### src/rtl/clk_mode_pkg.sv
package clk_mode_pkg;
  typedef enum logic [1:0] {
    SPD_HIGH = 2'b00,
    SPD_MID  = 2'b01,
    SPD_LOW  = 2'b10,
    SPD_RSV  = 2'b11
  } speed_e;
endpackage

### src/rtl/clk_mode_regs.sv
module clk_mode_regs
  import clk_mode_pkg::*;
#(
  parameter int WAIT_W = 8
) (
  input  logic              clk,
  input  logic              rst_n,
  input  logic              wr_en,
  input  logic [1:0]        wr_speed,
  input  logic              wr_main_stop,
  input  logic              wr_sub_run,
  input  logic              auto_start,
  input  logic [WAIT_W-1:0] auto_wait,
  input  logic              main_tick,
  input  logic              main_stable,
  output speed_e            speed_o,
  output logic              main_stop_o,
  output logic              sub_run_o,
  output logic              err_o,
  output logic              busy_o
);
  speed_e            speed_q;
  logic              stop_q, run_q, err_q, busy_q;
  logic [WAIT_W-1:0] cnt_q;
  logic              wr_ok, auto_ok;
  speed_e            req;

  assign req = speed_e'(wr_speed);

  // Arc check: a request is judged against the state held right now
  always_comb begin
    wr_ok = !busy_q && !auto_start && (req != SPD_RSV);
    if (req == SPD_LOW && !(run_q && wr_sub_run)) wr_ok = 1'b0;
    if (wr_main_stop && !(speed_q == SPD_LOW && req == SPD_LOW)) wr_ok = 1'b0;
    if (speed_q == SPD_LOW && req != SPD_LOW && (stop_q || !main_stable)) wr_ok = 1'b0;
  end

  assign auto_ok = !busy_q && !stop_q && (speed_q != SPD_LOW || main_stable);

  always_ff @(posedge clk) begin
    if (!rst_n) begin
      speed_q <= SPD_MID;
      stop_q  <= 1'b0;
      run_q   <= 1'b0;
      err_q   <= 1'b0;
      busy_q  <= 1'b0;
      cnt_q   <= '0;
    end else begin
      if (busy_q) begin
        if (cnt_q == '0) begin
          speed_q <= SPD_MID;
          busy_q  <= 1'b0;
        end else if (main_tick && !stop_q) begin
          cnt_q <= cnt_q - 1'b1;
        end
      end
      if (auto_start) begin
        if (auto_ok) begin
          busy_q <= 1'b1;
          cnt_q  <= auto_wait;
        end else begin
          err_q <= 1'b1;
        end
      end
      if (wr_en) begin
        if (wr_ok) begin
          speed_q <= req;
          stop_q  <= wr_main_stop;
          run_q   <= wr_sub_run;
        end else begin
          err_q <= 1'b1;
        end
      end
    end
  end

  assign speed_o     = speed_q;
  assign main_stop_o = stop_q;
  assign sub_run_o   = run_q;
  assign err_o       = err_q;
  assign busy_o      = busy_q;

  p_no_reserved_r7: assert property (@(posedge clk) disable iff (!rst_n)
    speed_q != SPD_RSV);
  p_low_has_sub_r4: assert property (@(posedge clk) disable iff (!rst_n)
    (speed_q == SPD_LOW) |-> run_q);
  p_stop_only_low_r5: assert property (@(posedge clk) disable iff (!rst_n)
    stop_q |-> (speed_q == SPD_LOW));
  p_leave_low_r6: assert property (@(posedge clk) disable iff (!rst_n)
    (speed_q == SPD_LOW) |=> (speed_q == SPD_LOW || !$past(stop_q)));
  p_err_sticky_r8: assert property (@(posedge clk) disable iff (!rst_n)
    err_q |=> err_q);
  p_auto_lands_mid_r9: assert property (@(posedge clk) disable iff (!rst_n)
    busy_q |=> (busy_q || speed_q == SPD_MID));
endmodule

### src/rtl/clk_mode_phi.sv
module clk_mode_phi
  import clk_mode_pkg::*;
#(
  parameter int FAST_DIV = 2,
  parameter int SLOW_DIV = 8,
  parameter int SUB_DIV  = 2
) (
  input  logic   clk,
  input  logic   rst_n,
  input  speed_e speed,
  input  logic   main_tick,
  input  logic   sub_tick,
  input  logic   main_run,
  input  logic   sub_run,
  output logic   phi_en
);
  localparam int MW = (SLOW_DIV > 2) ? $clog2(SLOW_DIV) : 1;
  localparam int SW = (SUB_DIV > 2) ? $clog2(SUB_DIV) : 1;
  localparam logic [MW-1:0] M_LAST = MW'(SLOW_DIV - 1);
  localparam logic [MW-1:0] F_DIV  = MW'(FAST_DIV);
  localparam logic [MW-1:0] F_LAST = MW'(FAST_DIV - 1);
  localparam logic [SW-1:0] S_LAST = SW'(SUB_DIV - 1);

  logic [MW-1:0] m_cnt;
  logic [SW-1:0] s_cnt;
  logic          m_adv, s_adv;
  logic [2:0]    pulse;     // index: 0 high, 1 middle, 2 low
  speed_e        sel_q;
  logic          phi_q, pulse_new, pulse_old;

  assign m_adv = main_tick && main_run;
  assign s_adv = sub_tick && sub_run;

  always_ff @(posedge clk) begin
    if (!rst_n) begin
      m_cnt <= '0;
      s_cnt <= '0;
    end else begin
      if (m_adv) m_cnt <= (m_cnt == M_LAST) ? '0 : m_cnt + 1'b1;
      if (s_adv) s_cnt <= (s_cnt == S_LAST) ? '0 : s_cnt + 1'b1;
    end
  end

  // Fast boundaries nest inside slow ones since SLOW_DIV is a multiple of FAST_DIV
  assign pulse[0] = m_adv && ((m_cnt % F_DIV) == F_LAST);
  assign pulse[1] = m_adv && (m_cnt == M_LAST);
  assign pulse[2] = s_adv && (s_cnt == S_LAST);

  function automatic logic pick(speed_e s, logic [2:0] p);
    case (s)
      SPD_HIGH: pick = p[0];
      SPD_MID:  pick = p[1];
      SPD_LOW:  pick = p[2];
      default:  pick = 1'b0;
    endcase
  endfunction

  assign pulse_new = pick(speed, pulse);
  assign pulse_old = pick(sel_q, pulse);

  always_ff @(posedge clk) begin
    if (!rst_n) begin
      sel_q <= SPD_MID;
      phi_q <= 1'b0;
    end else begin
      if (sel_q != speed && pulse_new) begin
        sel_q <= speed;
        phi_q <= 1'b1;
      end else begin
        phi_q <= pulse_old;
      end
    end
  end

  assign phi_en = phi_q;

  p_switch_on_edge_r10: assert property (@(posedge clk) disable iff (!rst_n)
    (sel_q != $past(sel_q)) |-> phi_q);
  p_low_needs_sub_tick_r2: assert property (@(posedge clk) disable iff (!rst_n)
    (phi_q && sel_q == SPD_LOW) |-> $past(sub_tick));
endmodule

### src/rtl/clk_mode_ctrl.sv
module clk_mode_ctrl
  import clk_mode_pkg::*;
#(
  parameter int WAIT_W   = 8,
  parameter int FAST_DIV = 2,
  parameter int SLOW_DIV = 8,
  parameter int SUB_DIV  = 2
) (
  input  logic              clk,
  input  logic              rst_n,
  input  logic              wr_en,
  input  logic [1:0]        wr_speed,
  input  logic              wr_main_stop,
  input  logic              wr_sub_run,
  input  logic              auto_start,
  input  logic [WAIT_W-1:0] auto_wait,
  input  logic              main_tick,
  input  logic              sub_tick,
  input  logic              main_stable,
  output logic [1:0]        mode,
  output logic              main_en,
  output logic              sub_en,
  output logic              phi_en,
  output logic              err,
  output logic              auto_busy
);
  speed_e speed;
  logic   main_stop, sub_run;

  clk_mode_regs #(.WAIT_W(WAIT_W)) regs_i (
    .clk(clk), .rst_n(rst_n), .wr_en(wr_en), .wr_speed(wr_speed),
    .wr_main_stop(wr_main_stop), .wr_sub_run(wr_sub_run),
    .auto_start(auto_start), .auto_wait(auto_wait), .main_tick(main_tick),
    .main_stable(main_stable), .speed_o(speed), .main_stop_o(main_stop),
    .sub_run_o(sub_run), .err_o(err), .busy_o(auto_busy)
  );

  clk_mode_phi #(.FAST_DIV(FAST_DIV), .SLOW_DIV(SLOW_DIV), .SUB_DIV(SUB_DIV)) phi_i (
    .clk(clk), .rst_n(rst_n), .speed(speed), .main_tick(main_tick),
    .sub_tick(sub_tick), .main_run(!main_stop), .sub_run(sub_run),
    .phi_en(phi_en)
  );

  assign mode    = speed;
  assign main_en = !main_stop;
  assign sub_en  = sub_run;
endmodule

### config.mk
export PLATFORM = sky130hd
export DESIGN_NAME = clk_mode_ctrl
export DESIGN_NICKNAME = d
export VERILOG_FILES = /design/src/rtl/clk_mode_pkg.sv /design/src/rtl/clk_mode_regs.sv /design/src/rtl/clk_mode_phi.sv /design/src/rtl/clk_mode_ctrl.sv
export SDC_FILE = /design/constraint.sdc
export NUM_CORES = 1
export LEC_CHECK = 0
export ABC_AREA = 1
export BUFFER_PORTS_ARGS = -buffer_cell sky130_fd_sc_hd__buf_2
export CAP_MARGIN = 20
export CELL_PAD_IN_SITES_DETAIL_PLACEMENT = 0
export CELL_PAD_IN_SITES_GLOBAL_PLACEMENT = 1
export CORE_AREA = 2 2 60 62
export DETAILED_ROUTE_END_ITERATION = 8
export DIE_AREA = 0 0 62 64
export HOLD_SLACK_MARGIN = 0.12
export PLACE_DENSITY_LB_ADDON = 0.1
export SLEW_MARGIN = 10
export SYNTH_ARGS = -nofsm -noshare
export SYNTH_HDL_FRONTEND = slang
export SYNTH_SLANG_ARGS = --single-unit
### constraint.sdc
create_clock -name clk -period 2.45 [get_ports clk]
set_input_delay 0 -clock clk [delete_from_list [all_inputs] [get_ports clk]]
set_output_delay 0 -clock clk [all_outputs]
set_load 0.01 [all_outputs]
Word level (Yosys, flattened, before mapping)
Index checks and enable logic that the tools add are counted.

Add/sub/neg operators: 3. Eq/ne operators: 10. Muxes and demuxes: 25. Reductions and logical operators: 28.

Operator list (number): 2-to-1 mux 8 bit (5); logical AND 1 bit (16); 2-to-1 mux 1 bit (13); zero test 8 bit (1); 2-to-1 mux 2 bit (4); subtractor 8 x 1 -> 8 bit (second input constant) (1); equality test 2 bit (second input constant) (3); zero test 1 bit (6); != test 2 bit (second input constant) (3); case mux 1 bit (3 select lines) (2); equality test 2 x 1 -> 1 bit (second input constant) (2); zero test 2 bit (2); adder 3 x 1 -> 3 bit (second input constant) (1); equality test 3 bit (second input constant) (1); 2-to-1 mux 3 bit (1); logical OR 1 bit (2); != test 2 bit (1); AND reduction 2 bit (1); adder 1 bit (second input constant) (1).

Register bits: 21. Output and inout bits: 7.

Longest topological paths before layout
Word-level depth: 8. Gate-level depth with buffers: 10.

Hierarchy
Synthesis repeated with hierarchy kept, for this count alone.

Cell total of the unflattened synthesis: 205. Area total of the unflattened synthesis: 1318.8 µm².

Modules (own cells, without submodules): clk_mode_regs (instances 1, cells an instance 150, area each 930.9 µm², seq. area each 280.3 µm²); clk_mode_phi (instances 1, cells an instance 54, area each 384.1 µm², seq. area each 140.1 µm²); clk_mode_ctrl (instances 1, cells an instance 1, area each 3.8 µm², seq. area each 0.0 µm²).

Worst setup path after synthesis
OpenSTA, ideal clock, no wires.

Kind: reg-to-reg. Start: register regs_i.cnt_q[0]. End: register regs_i.cnt_q[0]. Setup time: 109 ps. Arrival time: 1186 ps. Data required time: 2341 ps. Path slack: 1155 ps. Stages on the path, launching flop included: 11. Path buffers: 0. Period minus slack after synthesis: 1295 ps. Cell sequence: dfxtp_1 inv_1 ha_1 nand3_1 nor2_1 nor2_2 nand2_1 nand2_1 nand3_1 nand2_1 inv_1.

Word-level cells in the longest chain between the ends: 6. Elaborated cells on any way between the ends: 7. Classes of those cells: 1 x add/sub; 5 x mux; 1 x reduce/logical.

Ends and longest elaborated chain: start, declared (RTL line clk_mode_regs.sv:24) `logic [WAIT_W-1:0] cnt_q;`; start signal, assigned (RTL line clk_mode_regs.sv:54) `cnt_q <= cnt_q - 1'b1;`; start signal, assigned (RTL line clk_mode_regs.sv:60) `cnt_q <= auto_wait;`; subtractor 8 x 1 -> 8 bit (RTL line clk_mode_regs.sv:54); 2-to-1 mux 8 bit (RTL line clk_mode_regs.sv:53) `end else if (main_tick && !stop_q) begin`; 2-to-1 mux 8 bit (RTL line clk_mode_regs.sv:50) `if (cnt_q == '0) begin`; 2-to-1 mux 8 bit * (RTL line clk_mode_regs.sv:49) `if (busy_q) begin`; 2-to-1 mux 8 bit (RTL line clk_mode_regs.sv:58) `if (auto_ok) begin`; 2-to-1 mux 8 bit * (RTL line clk_mode_regs.sv:57) `if (auto_start) begin`.

Every way passes the cells marked *; elsewhere a longest branch is shown, timed or not. A chain may end at the register's enable or synchronous reset.

Worst setup path after layout
Start: register regs_i.speed_q[1] (netlist: regs_i.speed_o[1]). End: register regs_i.run_q (netlist: regs_i.sub_run_o).

Word-level cells in the longest chain between the ends: 7. Elaborated cells on any way between the ends: 9. Classes of those cells: 1 x eq/ne; 2 x mux; 6 x reduce/logical.

Ends and longest elaborated chain: start, declared (RTL line clk_mode_regs.sv:22) `speed_e speed_q;`; start signal, assigned (RTL line clk_mode_regs.sv:67) `speed_q <= req;`; equality test 2 bit * (RTL line clk_mode_regs.sv:34, clk_mode_regs.sv:35); logical AND 1 bit (RTL line clk_mode_regs.sv:34) `if (wr_main_stop && !(speed_q == SPD_LOW && req == SPD_LOW)) wr_ok = 1'b0;`; zero test 1 bit (RTL line clk_mode_regs.sv:34); logical AND 1 bit (RTL line clk_mode_regs.sv:34); 2-to-1 mux 1 bit (RTL line clk_mode_regs.sv:34); 2-to-1 mux 1 bit * (RTL line clk_mode_regs.sv:35) `if (speed_q == SPD_LOW && req != SPD_LOW && (stop_q || !main_stable)) wr_ok = 1'b0;`; AND reduction 2 bit (no source line) *; end signal, assigned (RTL line clk_mode_regs.sv:69) `run_q <= wr_sub_run;`; end, declared (RTL line clk_mode_regs.sv:23) `logic stop_q, run_q, err_q, busy_q;`.

Marked as above.

==> qor.csv <==
stage,metric,value,unit
critical_path,cpMaxStageDelayCell,dlygate4sd3_1,
timing,timing.final.hold_violations,0,
critical_path,critPathCapture,regs_i.sub_run_o,
placed_design,gp_congestion,0.912,
routing,antenna_left,0,
synthesis,synth_cells,196,
timing,fin_ws,0.147,ns
cells_and_area,finalNetCount,275,
synthesis,synth_top_family_by_area,simple AND/OR/NAND/NOR gates,
floorplan,core,3280,um^2
routing,routed_wl,3130,um
pwr,p_leak,0.863,nW
synthesis,yosys.area_share.adder,0.0381,
critical_path,path_cells,inv_2 > nor2_4 > nand2_1 > nand2_1 > nand2_1 > nor2_2 > nand2_2 > o21ai_1 > dlygate4sd3_1 > nor2_1 > dlygate4sd3_1,
synthesis,synth_cell_types,26,
synthesis,synth_ff_type,dfxtp_1,
critical_path,path_common_cell,nand2_1,
placed_design,pre_cts_slack,1.01,ns
synthesis,ys_ff_latch,21,
routing,drt_iter0_markers,53,
critical_path,critPathBufInv,3,
timing,drv_slew,0,
critical_path,path_depth,11,
synthesis,netlist_area,1320,um^2
pwr,peakVddDrop,257,uV
routing,drt_pass1_iterations,4,
cells_and_area,multi_input_area,781,um^2
critical_path,startpoint,regs_i.speed_o[1],
floorplan,dieArea,3970,um^2
timing,worstMarginPinSlew,0.450,ns
timing,fin_worst_skew,0.00453,ns
clocking,cts_htree_levels,1,
cells_and_area,post_route_cells_drive_above_1_share,0.243,
synthesis,syn_nets,219,
timing,setup_viol,0,
synthesis,yosys.area_share.simple,0.442,
clocking,cts.sinks,21,
cells_and_area,syn_to_final_growth,36.8,%
critical_path,start_kind,flip-flop,
critical_path,reg2reg_slack,0.15,ns
critical_path,crit_path_max_incr_delay,0.56,ns
cells_and_area,regArea,423,um^2
clocking,clkLatencyLatePin,0.31,ns
critical_path,critPathArrivalTime,2.51,ns
floorplan,io-pin-count,26,
critical_path,r2r_end,regs_i.sub_run_o,
critical_path,path_class,flip-flop to flip-flop,
synthesis,synthArstFlopShare,0,
synthesis,synthMuxAreaShare,0,
timing,maxClockFrequency,434,MHz
placed_design,place_hpwl,2230,um
cells_and_area,diodes,0,
routing,drc,0,
synthesis,post_synth.cell_area_avg,6.71,um^2
clocking,cts.path.max_buffers,2,
timing,timing.hold.ws,0.141,ns
synthesis,yosysSeqAreaShare,0.320,
timing,setup-tns-final,0,ns
timing,fin_crit_sh,0.940,
clocking,root_buffer,clkbuf_4,
critical_path,cp_max_fo,6,
grt,grt_pass1_wl,5260,um
min_path,hold_path_class,input pin to flip-flop,
grt,grt_use_total,0.173,
run_status,status,"complete, no violations",
clocking,cts_tree,done,
flow_run,cap_violations,0,
floorplan,rows,21,
grt,grt_antenna_before_repair,0,
grt,gr-total-overflow,0,
critical_path,worstRegToRegCells,11,
timing,rsz0062_at_grt,no,
synthesis,synth_compound_area_frac,0.103,
grt,grt_pass1_vias,1241,
synthesis,synth_edf_count,0,
critical_path,end_kind,flip-flop,
cells_and_area,n_fill_cell,334,
pwr,power_density,442,nW/um^2
timing,relSlewSlack,0.699,
critical_path,crit_required,2.65,ns
floorplan,fp.dieW,62,um
floorplan,die_h,64,um
synthesis,synthXorXnorAreaFrac,0.00666,
synthesis,yosysWarnings,0,
critical_path,reg2reg_from,regs_i.speed_o[1],
critical_path,crit_family,buffers and inverters,
clocking,cts.clk_slew.worst_paths,0.12,ns
routing,vias_per_cell,4.66,
routing,wl_per_cell,10.6,um
grt,grt_max_degree,12,
timing,period_minus_slack,2.30,ns
clocking,cts_buffers,3,
routing,num_vias,1385,
placed_design,io_buffer_count,25,
min_path,worstHoldStart,auto_start,
floorplan,initial_core_util,0.400,
## cells by family (layout without fill, tap and decap cells)
group | after synthesis | count (layout)
flip-flops | 21 | 21
adder cells (fa/ha/maj) | 4 | 4
AO/OA/AOI/OAI | 25 | 25
buffers and inverters | 31 | 86
XOR/XNOR | 1 | 1
AND/OR/NAND/NOR | 114 | 114
## metrics by stage
| stage | area, um^2 | total power [mW] | util | std cells |
|---|---|---|---|---|
| final | 1800 | 0.796 | 0.548 | 297 |
| after floorplan | 1320 | 0.542 | - | 196 |
| after detailed placement | 1490 | 0.598 | 0.454 | 265 |
| after CTS | 1780 | 0.801 | 0.541 | 295 |
| after global routing | 1800 | 0.849 | 0.548 | 297 |
| after global placement | 1490 | 0.596 | 0.454 | 265 |
## report_power, final
part           leakage [nW]  switching [mW]  internal [mW]
logic                 0.676           0.133          0.101
clock network        0.0150           0.109         0.0635
registers             0.172          0.0238          0.366
## routing by layer
metal,wire length [um],global-route usage,part of all wire
met1,1570,0.248,0.50
met2,1390,0.255,0.44
met3,132,0.0283,0.042
met4,42,0.0638,0.013
met5,0,0,0
## area by class of cell
type                    count  area share
clock buffers               4      0.0146
repair buffers             53       0.223
inverters                  29      0.0619
multi-input cells         144       0.434
flip-flops and latches     21       0.235
well taps                  46      0.0320
## placed cells by master (no fill, tap or decap)
cell,count
buf_2,25
nand3_2,2
nand2_2,4
clkbuf_1,1
o21ai_0,6
dlygate4sd3_1,26
nor2_8,1
nor2_4,4
a21oi_2,2
dfxtp_2,2
clkbuf_4,3
inv_2,6
nand3_1,15
nor3_2,1
inv_4,1
nand2_1,39
a21oi_1,8
ha_1,4
o21ai_1,8
inv_1,22
buf_4,2
nor2_1,33
nand3b_1,1
nand2_4,3
nand3_4,1
nand4_1,5
dfxtp_1,19
nor4_1,1
o211ai_1,1
nor2_2,4
xor2_1,1
## tightest hold or removal path: cells and delay by family
family / cells / cell delay [ns]
buffers and inverters: 2 / 0.16
AND/OR/NAND/NOR: 3 / 0.26
## synthesized netlist by cell type, drive strengths merged, types with 2 or more instances
master / count / area share
dfxtp: 21 / 0.32
clkbuf: 2 / 0.0057
o21ai: 14 / 0.053
nand3: 18 / 0.086
nand4: 5 / 0.024
ha: 4 / 0.038
nor2: 42 / 0.16
a21oi: 10 / 0.044
inv: 29 / 0.085
nand2: 46 / 0.15
## sequential cells by signal (all words and copies together), names as in the netlist
name                flops
phi_i.m_cnt             3
phi_i.phi_en            1
phi_i.s_cnt             1
phi_i.sel_q             2
regs_i.busy_o           1
regs_i.cnt_q            8
regs_i.err_o            1
regs_i.main_stop_o      1
regs_i.speed_o          2
regs_i.sub_run_o        1
## how the worst min path moves through the flow
| stage | end | slack [ns] | cells past startpoint |
|---|---|---|---|
| 2_1_floorplan | regs_i.speed_o[0] | 0.11 | 2 |
| 3_3_place_gp | regs_i.speed_o[0] | 0.23 | 3 |
| 3_5_place_dp | regs_i.speed_o[0] | 0.23 | 3 |
| 4_1_cts | regs_i.cnt_q[1] | 0.14 | 5 |
| 5_1_grt | regs_i.cnt_q[0] | 0.16 | 5 |
| 6_report | regs_i.cnt_q[1] | 0.14 | 5 |
## timing repair
item,CTS,global route
setup endpoints to repair,0,4
hold buffers,26,0
setup buffers,0,2
endpoints found under the hold margin,17,0
resized for setup,0,5
No activity file was read; power rests on OpenSTA's default activity.
